--- config.mk ---
export PLATFORM = sky130hd
export DESIGN_NAME = nand_read_seq
export DESIGN_NICKNAME = d
export VERILOG_FILES = /design/src/rtl/nand_read_seq.sv
export SDC_FILE = /design/constraint.sdc
export NUM_CORES = 1
export LEC_CHECK = 0
export BUFFER_PORTS_ARGS = -buffer_cell sky130_fd_sc_hd__buf_4
export CORE_AREA = 2 2 129 131
export CTS_CLUSTER_SIZE = 16
export DETAILED_ROUTE_END_ITERATION = 10
export DIE_AREA = 0 0 131 133
export PLACE_DENSITY = 0.6
export SKIP_CTS_REPAIR_TIMING = 1
export SLEW_MARGIN = 20
export SYNTH_ARGS = -nofsm -noshare
export SYNTH_HDL_FRONTEND = slang
export SYNTH_SLANG_ARGS = --single-unit
--- constraint.sdc ---
create_clock -name clk -period 4.5 [get_ports clk]
set_input_delay 0.9 -clock clk [delete_from_list [all_inputs] [get_ports clk]]
set_output_delay 0.9 -clock clk [all_outputs]
set_load 0.005 [all_outputs]
--- src/rtl/nand_read_seq.sv ---
module nand_read_seq #(
  parameter int PAGES         = 1024,
  parameter int MAIN_BYTES    = 2048,
  parameter int SPARE_BYTES   = 64,
  parameter int WE_CYC        = 2,
  parameter int RE_CYC        = 2,
  parameter int BUSY_WAIT_CYC = 4
) (
  input  logic        clk,
  input  logic        rst_n,
  input  logic        req_valid,
  output logic        req_ready,
  input  logic [2:0]  req_op,
  input  logic [23:0] req_row,
  input  logic [15:0] req_col,
  output logic        err,
  output logic        out_valid,
  input  logic        out_ready,
  output logic [7:0]  out_data,
  output logic        out_last,
  output logic        ce_n,
  output logic        cle,
  output logic        ale,
  output logic        we_n,
  output logic        re_n,
  output logic [7:0]  io_out,
  output logic        io_oe,
  input  logic [7:0]  io_in,
  input  logic        rb
);
  localparam int PAGE_BYTES = MAIN_BYTES + SPARE_BYTES;
  localparam logic [15:0] PB_LAST  = 16'(PAGE_BYTES - 1);
  localparam logic [23:0] ROW_LAST = 24'(PAGES - 1);
  localparam logic [15:0] WE_LAST  = 16'(WE_CYC - 1);
  localparam logic [15:0] RE_LAST  = 16'(RE_CYC - 1);
  localparam logic [15:0] BW_LAST  = 16'(BUSY_WAIT_CYC - 1);
  localparam logic [2:0] OP_READ = 3'd0, OP_RCOL = 3'd1, OP_CSEQ = 3'd2,
                         OP_CRND = 3'd3, OP_CEXIT = 3'd4;

  typedef enum logic [2:0] {S_IDLE, S_WLO, S_WHI, S_WAIT, S_RLO, S_HOLD, S_RHI} st_t;

  st_t st;
  logic [2:0]  op_q, step;
  logic [23:0] row_q, lrow;
  logic [15:0] col_q, dcol, cnt;
  logic        armed, have_page, cache_on, rb_s1, rb_s2, ok;
  logic [9:0]  cur;

  function automatic logic [9:0] wstep(input logic [2:0] op, input logic [2:0] idx,
                                       input logic [23:0] row, input logic [15:0] col);
    logic [7:0] conf;
    conf  = (op == OP_CRND) ? 8'h31 : 8'h30;
    wstep = '0;
    case (op)
      OP_READ, OP_CRND:
        case (idx)
          3'd0: wstep = {2'b10, 8'h00};
          3'd1: wstep = {2'b01, col[7:0]};
          3'd2: wstep = {2'b01, col[15:8]};
          3'd3: wstep = {2'b01, row[7:0]};
          3'd4: wstep = {2'b01, row[15:8]};
          3'd5: wstep = {2'b01, row[23:16]};
          default: wstep = {2'b10, conf};
        endcase
      OP_RCOL:
        case (idx)
          3'd0: wstep = {2'b10, 8'h05};
          3'd1: wstep = {2'b01, col[7:0]};
          3'd2: wstep = {2'b01, col[15:8]};
          default: wstep = {2'b10, 8'hE0};
        endcase
      OP_CSEQ: wstep = {2'b10, 8'h31};
      default: wstep = {2'b10, 8'h3F};
    endcase
  endfunction

  function automatic logic [2:0] last_step(input logic [2:0] op);
    case (op)
      OP_READ, OP_CRND: last_step = 3'd6;
      OP_RCOL:          last_step = 3'd3;
      default:          last_step = 3'd0;
    endcase
  endfunction

  always_comb begin
    ok = 1'b0;
    case (req_op)
      OP_READ:  ok = ({1'b0, req_row} < 25'(PAGES)) && ({1'b0, req_col} < 17'(PAGE_BYTES));
      OP_RCOL:  ok = have_page && ({1'b0, req_col} < 17'(PAGE_BYTES));
      OP_CSEQ:  ok = armed && (lrow != ROW_LAST);
      OP_CRND:  ok = armed && (lrow != ROW_LAST) && ({1'b0, req_row} < 25'(PAGES));
      OP_CEXIT: ok = cache_on;
      default:  ok = 1'b0;
    endcase
  end

  assign cur       = wstep(op_q, step, row_q, col_q);
  assign io_oe     = (st == S_WLO) || (st == S_WHI);
  assign cle       = io_oe & cur[9];
  assign ale       = io_oe & cur[8];
  assign io_out    = cur[7:0];
  assign we_n      = (st != S_WLO);
  assign re_n      = (st != S_RLO);
  assign ce_n      = (st == S_IDLE);
  assign req_ready = (st == S_IDLE);
  assign out_valid = (st == S_HOLD);
  assign out_last  = out_valid && (dcol == PB_LAST);

  always_ff @(posedge clk or negedge rst_n) begin
    if (!rst_n) begin
      st <= S_IDLE; op_q <= '0; step <= '0; row_q <= '0; col_q <= '0; dcol <= '0;
      cnt <= '0; lrow <= '0; armed <= 1'b0; have_page <= 1'b0; cache_on <= 1'b0;
      rb_s1 <= 1'b0; rb_s2 <= 1'b0; err <= 1'b0; out_data <= '0;
    end else begin
      rb_s1 <= rb;
      rb_s2 <= rb_s1;
      err   <= 1'b0;
      case (st)
        S_IDLE: if (req_valid) begin
          if (!ok) err <= 1'b1;
          else begin
            op_q <= req_op; row_q <= req_row; step <= '0; cnt <= '0; st <= S_WLO;
            col_q <= (req_op == OP_READ || req_op == OP_RCOL) ? req_col : 16'd0;
            dcol  <= (req_op == OP_READ || req_op == OP_RCOL) ? req_col : 16'd0;
            case (req_op)
              OP_READ: begin armed <= 1'b1; have_page <= 1'b1; cache_on <= 1'b0; lrow <= req_row; end
              OP_CSEQ: begin lrow <= lrow + 24'd1; cache_on <= 1'b1; end
              OP_CRND: begin lrow <= req_row; cache_on <= 1'b1; end
              OP_CEXIT: begin cache_on <= 1'b0; armed <= 1'b0; end
              default: ;
            endcase
          end
        end
        S_WLO: if (cnt == WE_LAST) begin cnt <= '0; st <= S_WHI; end else cnt <= cnt + 16'd1;
        S_WHI: if (cnt == WE_LAST) begin
          cnt  <= '0;
          step <= step + 3'd1;
          if (step == last_step(op_q)) st <= (op_q == OP_RCOL) ? S_RLO : S_WAIT;
          else st <= S_WLO;
        end else cnt <= cnt + 16'd1;
        S_WAIT: if (cnt != BW_LAST) cnt <= cnt + 16'd1;
                else if (rb_s2) begin cnt <= '0; st <= S_RLO; end
        S_RLO: if (cnt == RE_LAST) begin cnt <= '0; out_data <= io_in; st <= S_HOLD; end
               else cnt <= cnt + 16'd1;
        S_HOLD: if (out_ready) begin
          if (dcol == PB_LAST) st <= S_IDLE;
          else begin dcol <= dcol + 16'd1; st <= S_RHI; end
        end
        S_RHI: if (cnt == RE_LAST) begin cnt <= '0; st <= S_RLO; end else cnt <= cnt + 16'd1;
        default: st <= S_IDLE;
      endcase
    end
  end

  p_idle_quiet_r1: assert property (@(posedge clk) disable iff (!rst_n)
    req_ready |-> (ce_n && we_n && re_n && !out_valid));
  p_strobe_excl_r2: assert property (@(posedge clk) disable iff (!rst_n) !(cle && ale));
  p_read_when_ready_r3: assert property (@(posedge clk) disable iff (!rst_n) !re_n |-> rb_s2);
  p_cache_after_load_r5: assert property (@(posedge clk) disable iff (!rst_n)
    (!we_n && cle && io_out == 8'h31) |-> armed);
  p_err_no_bus_r8: assert property (@(posedge clk) disable iff (!rst_n)
    err |-> (we_n && re_n && req_ready));
  p_hold_stable_r10: assert property (@(posedge clk) disable iff (!rst_n)
    (out_valid && !out_ready) |=> (out_valid && $stable(out_data) && $stable(out_last)));
endmodule

==> impl_results.md, run 1 <==
* First-pass GRT wire length at 34100 um
* WL final at 21100 um
* Fmax at 0.243 GHz
* Clk_lat worst skew at 0.42 ns
* Final setup TNS at 0 ns
* WP data arrival at 3.22 ns
* Async set-reset flop share out of synthesis at 100%
* Row count at 47
* Die height at 133 um
* H-tree Lvls at 4
* Tot Pwr at 0.00413 W
* Outcome: finished, final reports clean
* Vias per cell at 6.20
* RR Startpoint: lrow[0]$_DFFE_PN0P_
* Post-route clock period utilization at 91.5%
* Ys Warns at 0
* Setup crit end kind: output port
* Starting DRT DRC Count at 675
* Largest net degree at the start of global routing at 71
* Syn_area_per_cell at 9.12 um^2
* Initial core utilization at 43.0%
* HP Class: in -> async
* Worst Tran Pin Value at 1.09 ns
* Post-synth EDFFs at 0
* Rel. slew slack at 27.2%
* Number of max-cap violations at 0
* Vias in the first global route at 6306
* Clk pin slew, worst setup/hold paths at 0.06 ns
* Full die area at 17400 um^2
* RSZ-0062 raised after global routing: no
* Grt total ovfl at 0
* Reg2reg end: lrow[10]$_DFFE_PN0P_
* Top_reg_cell synth: dfrtp_1
* Die X at 131 um
* Leakage power at 3.64 nW
* Port Buf Inserts at 81
* Core area at 16200 um^2
* Layout area overhead at 20.0%
* Layout cells sized above 1 at 20.9%
* Final setup vio count at 0
* Dpl hpwl at 14600 um
* Diodes inserted at 0
* Seq/Total Area, Yosys at 42.8%
* P per Cell Area at 495 nW/um^2
* Peak supply drop at 368 uV
* Crit path time final at 4.12 ns
* Drt first pass iters at 5
* Final instance area at 8340 um^2
* Reg2reg setup slack at 1.38 ns
* Clock root cell: clkbuf_16
* Fill cell count at 1552
* Slew Limit Fails at 0
* Post-route ant nets at 0
* Hold Vio Cnt, Final at 0
* Worst setup SP type: flip-flop
* Post-Syn Area at 6960 um^2
* CTS tree: done
* # DRC at 0
* WS Path Type: reg -> out
* Mapped Cells at 763
* Antenna violations before repair at 0
* Nets at 889
* Reg2Reg Depth at 8
* Mapped Nets at 828
* Routed WL per cell at 19.9 um
* Seq cells post-synth at 119
* GPL Wtd Cong at 0.834
* Sink Count at 119
* Placed instance area at 7720 um^2
* I/O Pins at 82
* CTS buffer count at 17
* Netlist cell types at 68
* Clock buffer depth at 2
* Gr usage total at 25.0%
* Skew final at 0.00558 ns
* Total vias in the final route at 6557
* Critical path required time at 3.60 ns
* DP Worst Slack at 0.689 ns
* CP max FO at 16
* Final worst slack at 0.382 ns
## kinds of logic after synthesis
kind of cell / share of synthesized area, %
and+or+nand+nor: 19.1
AOI/OAI and AO/OA: 24.2
DFF: 42.8
buffers and inverters: 4.73
muxes: 7.23
adders and majority gates: 1.62
xor gates and xnor gates: 0.252
## worst max-delay path by stage
stage                              from              endpoint  slack [ns]  depth (start not counted)
global route        step[2]$_DFFE_PN0P_             io_out[2]        0.21                          7
detailed placement          req_row[22]  lrow[20]$_DFFE_PN0P_        0.69                          7
global placement            req_row[22]  lrow[22]$_DFFE_PN0P_        0.78                          7
CTS                 step[2]$_DFFE_PN0P_             io_out[2]        0.43                          7
finish              step[2]$_DFFE_PN0P_             io_out[2]        0.38                          7
floorplan           step[2]$_DFFE_PN0P_             io_out[2]        1.55                          8
## synth_stat cells (5+ instances only)
cell type | instances | area (um^2)
and2_1 | 19 | 119
nor2b_1 | 8 | 50.1
clkbuf_1 | 38 | 143
nor4_1 | 15 | 93.8
a21oi_1 | 48 | 240
a31oi_1 | 27 | 169
a221o_1 | 6 | 60.1
nor3_1 | 15 | 75.1
o31ai_1 | 6 | 45.0
o21bai_1 | 5 | 37.5
dfrtp_1 | 119 | 2980
a211oi_1 | 23 | 173
a22oi_1 | 10 | 75.1
and3_1 | 10 | 62.6
nand2b_1 | 9 | 56.3
nand3_1 | 36 | 180
a41oi_1 | 16 | 140
o21ai_0 | 42 | 210
o211ai_1 | 10 | 75.1
o22ai_1 | 11 | 68.8
nand2_1 | 63 | 236
o41ai_1 | 5 | 43.8
or3_1 | 7 | 43.8
a222oi_1 | 5 | 50.1
ha_1 | 9 | 113
mux2_2 | 42 | 473
nor2_1 | 49 | 184
buf_2 | 11 | 55.1
nand4_1 | 10 | 62.6
inv_1 | 25 | 93.8
## sequential cells by signal, summed over array words and instances (netlist names)
name / cells
col_q: 16
have_page: 1
cache_on: 1
err: 1
cnt: 16
dcol: 16
step: 3
rb_s1: 1
rb_s2: 1
armed: 1
st: 3
op_q: 3
lrow: 24
out_data: 8
row_q: 24
## metrics by stage
stage	hold slack [ns]	utilization (%)	std cells
floorplan	0.331	-	763
global placement	0.336	47.8	1024
detailed placement	0.358	47.8	1024
CTS	0.379	51.4	1056
global route	0.366	51.6	1057
finish	0.367	51.6	1057
## layer usage
layer  track usage [%]  up-vias  routed length (um)
met5                 0        -                   0
met4              6.56        0                 261
met3              4.49       25                1180
met2              37.7      250                9810
met1              37.0     3275                9810
li1                  -     3007                   -
## cell usage in the layout, fill, tap and decap left out, types with 11 or more instances in the layout
cell and count:
a41oi_1 16, a31oi_1 27, buf_4 94, dfrtp_1 119, nand2_1 63, a21oi_1 48, nor2_1 49, nand3_1 36
nor4_1 15, o21ai_0 42, o22ai_1 11, mux2_2 42, and2_1 19, nor3_1 15, clkbuf_16 17, inv_1 25
a211oi_1 23
## power breakdown
part           leakage (nW)  total (W)  internal (W)  switching, W
Clock                 0.295    0.00139      0.000896      0.000498
Sequential             1.58    0.00146       0.00123      0.000225
Combinational          1.77    0.00128      0.000519      0.000757
Total                  3.64    0.00413       0.00265       0.00148
## critical path, cell delays in order (launching register included)
cell and delay, ns:
dfrtp_1 0.63, clkinv_1 0.34, ha_1 0.44, a21o_1 0.23
nor3_1 0.44, nor2b_1 0.19, a221o_1 0.39, buf_4 0.15
## layout make-up
type                    count  area, um^2  share of cell area [%]
clock inverters             9         124                    1.48
repair buffers             96         753                    9.03
multi-input cells         564        3650                    43.7
well taps                 220         275                    3.30
flip-flops and latches    119        2980                    35.7
inverters                  26        97.6                    1.17
clock buffers              23         468                    5.61
(Power assumes the default switching activity.)
==> run 2: changes to the inputs <==
- SETUP_SLACK_MARGIN: unset -> 0.4
==> run 2 against run 1 <==
Effect of this change:
- clock power about the same
- critical path type unchanged
- sequential power hardly changed
- first-iteration DRC count is 1.9% lower
- hold slack about the same
- fmax grew 5.0%
- register-to-register slack hardly changed
- final area about the same
- highest routed layer unchanged
- largest power group unchanged
==> impl_results.md, run 2 (synthesized netlist as in run 1, its figures left out) <==
* CTS buffer count at 17
* Critical Path End: io_out[2]
* Sink Count at 119
* HP Class: in -> async
* Slowest stage cell, crit path: dfrtp_1
* Internal at 0.00265 W
* RSZ-0062 raised after global routing: no
* Layout area overhead at 20.0%
* RR Startpoint: lrow[0]$_DFFE_PN0P_
* Clock network fraction of design power at 33.7%
* Clk_lat worst skew at 0.42 ns
* Fmax at 0.255 GHz
* Rel. slew slack at 27.1%
* Diodes inserted at 0
* Antenna violations before repair at 0
* Skew final at 0.00559 ns
* Leakage power at 3.64 nW
* Nets at 889
* Final setup vio count at 0
* Peak supply drop at 369 uV
* Final setup TNS at 0 ns
* CP max stage delay at 0.63 ns
* Placed instance area at 7720 um^2
* Die X at 131 um
* H-tree Lvls at 4
* Reg2reg setup slack at 1.37 ns
* Setup crit end kind: output port
* WP data arrival at 3.02 ns
* Top layer reached by signal wires: met4
* Grt total ovfl at 0
* Dpl hpwl at 14600 um
* Starting DRT DRC Count at 662
* Critical path required time at 3.60 ns
* Routed WL per cell at 20.0 um
* Register area at 2980 um^2
* Crit path time final at 3.92 ns
* Full die area at 17400 um^2
* Total vias in the final route at 6548
* Critical path startpoint: step[2]$_DFFE_PN0P_
* Leading cell type in the layout, fill and taps excluded: dfrtp_1
* Post-route clock period utilization at 87.2%
* Slew Limit Fails at 0
* I/O Pins at 82
* Core area at 16200 um^2
* CP max FO at 16
* Vias per cell at 6.19
* Vias in the first global route at 6306
* Worst setup SP type: flip-flop
* Die height at 133 um
* Gr usage total at 25.0%
* Reg2Reg Depth at 8
* Logic gate share of total power at 31.0%
* Outcome: finished, final reports clean
* Finished Layout Cells at 1057
* WL final at 21100 um
* Critical Path, Cell by Cell: clkinv_1 > ha_1 > a21o_1 > nor3_2 > nor2b_1 > a221o_1 > buf_4
* Number of max-cap violations at 0
* Dpl cells at 1024
* Worst Tran Pin Value at 1.09 ns
* Largest registers: lrow x24, row_q x24
* Clock buffer depth at 2
* P per Cell Area at 495 nW/um^2
* Reg2reg end: lrow[10]$_DFFE_PN0P_
* CTS tree: done
* Clk pin slew, worst setup/hold paths at 0.06 ns
* GPL Wtd Cong at 0.834
* Multi-input logic area at 3650 um^2
* WL met2 at 9770 um
* Wire length on met3 at 1220 um
* Drt first pass iters at 7
* Fill cell count at 1552
* Flop pwr share at 35.3%
* Clock root cell: clkbuf_16
* Post-route ant nets at 0
* Final instance area at 8350 um^2
* Sw frac at 35.9%
* # DRC at 0
* Switching Power at 0.00148 W
* Hold Vio Cnt, Final at 0
* Layout cells sized above 1 at 21.0%
* Initial core utilization at 43.0%
* M1 wire length at 9870 um
* First-pass GRT wire length at 34100 um
* Port Buf Inserts at 81
* Leading cell types in the layout, fill and taps excluded: 119 x dfrtp_1, 94 x buf_4, 63 x nand2_1
* Row count at 47
* WS Path Type: reg -> out
* Largest net degree at the start of global routing at 71
[run 2: cell types whose count changed in the layout (fill, tap and decap cells not counted)]
cell,change
nor3_2,+1
nor3_1,-1
[run 2: per-layer routing]
metal / up-vias / global-route usage [%]
met1: 3258 / 37.0
met2: 256 / 37.7
li1: 3010 / -
met5: - / 0
met4: 0 / 6.56
met3: 24 / 4.49
[run 2: power groups by stage]
stage,Sequential (W),Clock (W),Combinational [W]
after global placement,0.00146,0,0.00123
after CTS,0.00145,0.00141,0.00127
after detailed placement,0.00147,0,0.00126
after global routing,0.00149,0.00146,0.00143
final,0.00146,0.00139,0.00128
after floorplan,0.00137,0,0.000901
[run 2: through the flow]
step	hold slack, ns	total power (W)	util, %	setup WS, ns
after global routing	0.366	0.00438	51.6	0.447
after detailed placement	0.358	0.00273	47.8	0.689
after global placement	0.336	0.00269	47.8	0.784
after CTS	0.379	0.00413	51.4	0.431
final	0.367	0.00413	51.6	0.577
after floorplan	0.331	0.00227	-	1.55
[run 2: worst min path at each step]
stage	start	to	cells after the start
finish	rst_n	lrow[3]$_DFFE_PN0P_	1
global route	rst_n	lrow[3]$_DFFE_PN0P_	1
CTS	rb_s1$_DFF_PN0_	rb_s2$_DFF_PN0_	0
detailed placement	rb_s1$_DFF_PN0_	rb_s2$_DFF_PN0_	0
global placement	rb_s1$_DFF_PN0_	rb_s2$_DFF_PN0_	0
floorplan	rb_s1$_DFF_PN0_	rb_s2$_DFF_PN0_	0
[run 2: worst max-delay path, delay by kind of cell (launching register included)]
family	cells	cell delay (ns)
AOI/OAI and AO/OA	2	0.62
and+or+nand+nor	2	0.43
DFF	1	0.63
buffers and inverters	2	0.49
adders and majority gates	1	0.44
[run 2: cell type report]
| class | count | share of cell area, % |
|---|---|---|
| Clock buffer | 23 | 5.60 |
| Clock inverter | 9 | 1.48 |
| Inverter | 26 | 1.17 |
| Multi-Input combinational cell | 564 | 43.8 |
| Sequential cell | 119 | 35.7 |
| Tap cell | 220 | 3.30 |
| Timing Repair Buffer | 96 | 9.02 |
==> run 3: changes to the inputs <==
- CORE_AREA: 2 2 129 131 -> 2 2 111 113
- CTS_BUF_LIST: unset -> sky130_fd_sc_hd__clkbuf_8
- DIE_AREA: 0 0 131 133 -> 0 0 113 115
- PLACE_DENSITY: 0.6 -> 0.79
==> run 3 against run 2 <==
Effect of this change:
- the flow now finishes with violations (DRC)
- final area is 3.8% lower
- fmax is 5.0% higher
- highest routed layer unchanged
- clock skew is 0.0071 ns higher
- sequential share of layout area is 1.4 points higher
- register-to-register slack worse by 0.14 ns
- total power is 9.8% lower
- clock-buffer cell count is 3 lower
- largest cell class unchanged
- hold slack better by 0.0012 ns
- critical path depth stayed put
- non-clock buffer count is 1 lower
- die area is 25% lower
- critical endpoint unchanged
- critical path type unchanged
- global-route usage is 6.6 points higher
==> impl_results.md, run 3 (synthesized netlist as in run 1, its figures left out) <==
* Outcome: finished, violations left
* Violations in the final reports: DRC
* Routed WL per cell at 20.4 um
* # DRC at 4
* Drt first pass iters at 8
* Leading cell type in the layout, fill and taps excluded: dfrtp_1
* Rel. slew slack at 27.3%
* Final setup vio count at 0
* Core area at 11800 um^2
* Post-route ant nets at 0
* Reg2reg end: row_q[11]$_DFFE_PN0P_
* Full die area at 13000 um^2
* Vias in the first global route at 6164
* Hold Crit Endpoint: rb_s2$_DFF_PN0_
* P per Cell Area at 464 nW/um^2
* Internal at 0.00233 W
* Hold_sp: rb_s1$_DFF_PN0_
* RR Startpoint: st[2]$_DFFE_PN0P_
* WS Path Type: reg -> out
* Switching Power at 0.00140 W
* Dpl hpwl at 14100 um
* Antenna violations before repair at 0
* Die height at 115 um
* Nets at 888
* WP data arrival at 2.84 ns
* Clock buffer depth at 2
* Diodes inserted at 0
* Final setup TNS at 0 ns
* Critical path required time at 3.60 ns
* Total vias in the final route at 6607
* Logic gate share of total power at 33.9%
* Sw frac at 37.6%
* Clk pin slew, worst setup/hold paths at 0.07 ns
* Leading cell types in the layout, fill and taps excluded: 118 x dfrtp_1, 95 x buf_4, 63 x nand2_1
* Row count at 40
* Fill cell count at 956
* Post-route clock period utilization at 83.0%
* Worst setup SP type: flip-flop
* Largest registers: lrow x24, row_q x24
* GPL Wtd Cong at 0.909
* H-tree Lvls at 4
* CP max FO at 16
* Skew final at 0.0127 ns
* Finished Core Util at 68.0%
* Port Buf Inserts at 81
* Largest net degree at the start of global routing at 46
* Hold Vio Cnt, Final at 0
* Grt total ovfl at 0
* Initial core utilization at 58.9%
* HP Class: reg -> reg
* Reg2reg setup slack at 1.23 ns
* Clock root cell: clkbuf_8
* Register area at 2980 um^2
* I/O Pins at 82
* Clk_lat worst skew at 0.45 ns
* Layout cells sized above 1 at 21.2%
* CTS tree: done
* CTS buffer count at 17
* Starting DRT DRC Count at 945
* Fmax at 0.268 GHz
* WL final at 20000 um
* Worst Tran Pin Value at 1.09 ns
* Multi-input logic area at 3650 um^2
* Clock network fraction of design power at 27.1%
* Setup crit end kind: output port
* Hold-critical path depth at 0
* Die X at 113 um
* Layout area overhead at 15.5%
* First-pass GRT wire length at 32500 um
* Reg2Reg Depth at 6
* RSZ-0062 raised after global routing: no
* Leakage power at 3.54 nW
* Flop pwr share at 39.0%
* Vias per cell at 6.73
* Slew Limit Fails at 0
* Crit path time final at 3.74 ns
* Peak supply drop at 369 uV
* Gr usage total at 31.6%
* Sink Count at 119
* Number of max-cap violations at 0
-- run 3: changes by cell type in the layout (fill, tap and decap cells not counted), sizes merged --
| cell | before | now |
|---|---|---|
| clkinv | 7 | 5 |
| inv | 25 | 26 |
| clkbuf | 23 | 20 |
| buf | 96 | 95 |
| clkinvlp | 0 | 2 |
-- run 3: layer usage --
metal  global-route usage [%]  up-vias  share of wire [%]
met1                     45.4     3233                 42
li1                         -     3022                  -
met2                     49.5      329                 48
met3                     6.33       23                9.0
met4                     8.37        0                1.3
met5                        0        -                  0
-- run 3: power by group through the flow --
stage	Sequential [W]	Clock (W)	Combinational [W]
finish	0.00145	0.00101	0.00126
global route	0.00148	0.00107	0.00141
CTS	0.00145	0.00102	0.00125
detailed placement	0.00146	0	0.00124
global placement	0.00145	0	0.00120
floorplan	0.00137	0	0.000901
-- run 3: worst max-delay path by stage --
stage | startpoint | end | slack (ns) | depth (start not counted)
after global placement | req_row[22] | lrow[1]$_DFFE_PN0P_ | 0.77 | 7
final | step[2]$_DFFE_PN0P_ | io_out[2] | 0.76 | 7
after detailed placement | req_row[22] | lrow[22]$_DFFE_PN0P_ | 0.74 | 7
after CTS | step[2]$_DFFE_PN0P_ | io_out[2] | 0.40 | 7
after floorplan | step[2]$_DFFE_PN0P_ | io_out[2] | 1.55 | 8
after global routing | step[2]$_DFFE_PN0P_ | io_out[2] | 0.59 | 7
-- run 3: per-stage QoR --
| step | cells | area (um^2) | hold WS (ns) | setup WS, ns | total power [W] |
|---|---|---|---|---|---|
| 2_1_floorplan | 763 | 6960 | 0.331 | 1.55 | 0.00227 |
| 4_1_cts | 981 | 8030 | 0.370 | 0.404 | 0.00372 |
| 3_3_place_gp | 951 | 7620 | 0.336 | 0.771 | 0.00265 |
| 3_5_place_dp | 951 | 7620 | 0.362 | 0.741 | 0.00271 |
| 5_1_grt | 981 | 8030 | 0.375 | 0.590 | 0.00396 |
| 6_report | 981 | 8030 | 0.368 | 0.763 | 0.00373 |
-- run 3: critical path, cell delays in order (launching register included) --
cell	delay, ns
dfrtp_2	0.52
clkinv_1	0.25
ha_1	0.39
a21o_1	0.23
nor3_2	0.30
nor2b_1	0.16
a221o_1	0.38
buf_4	0.15
-- run 3: area by class of cell --
cell class              count  area share (%)
clock inverters            10            1.60
well taps                 147            2.29
clock buffers              20            3.43
inverters                  26            1.22
flip-flops and latches    119            37.1
repair buffers             95            8.88
multi-input cells         564            45.5
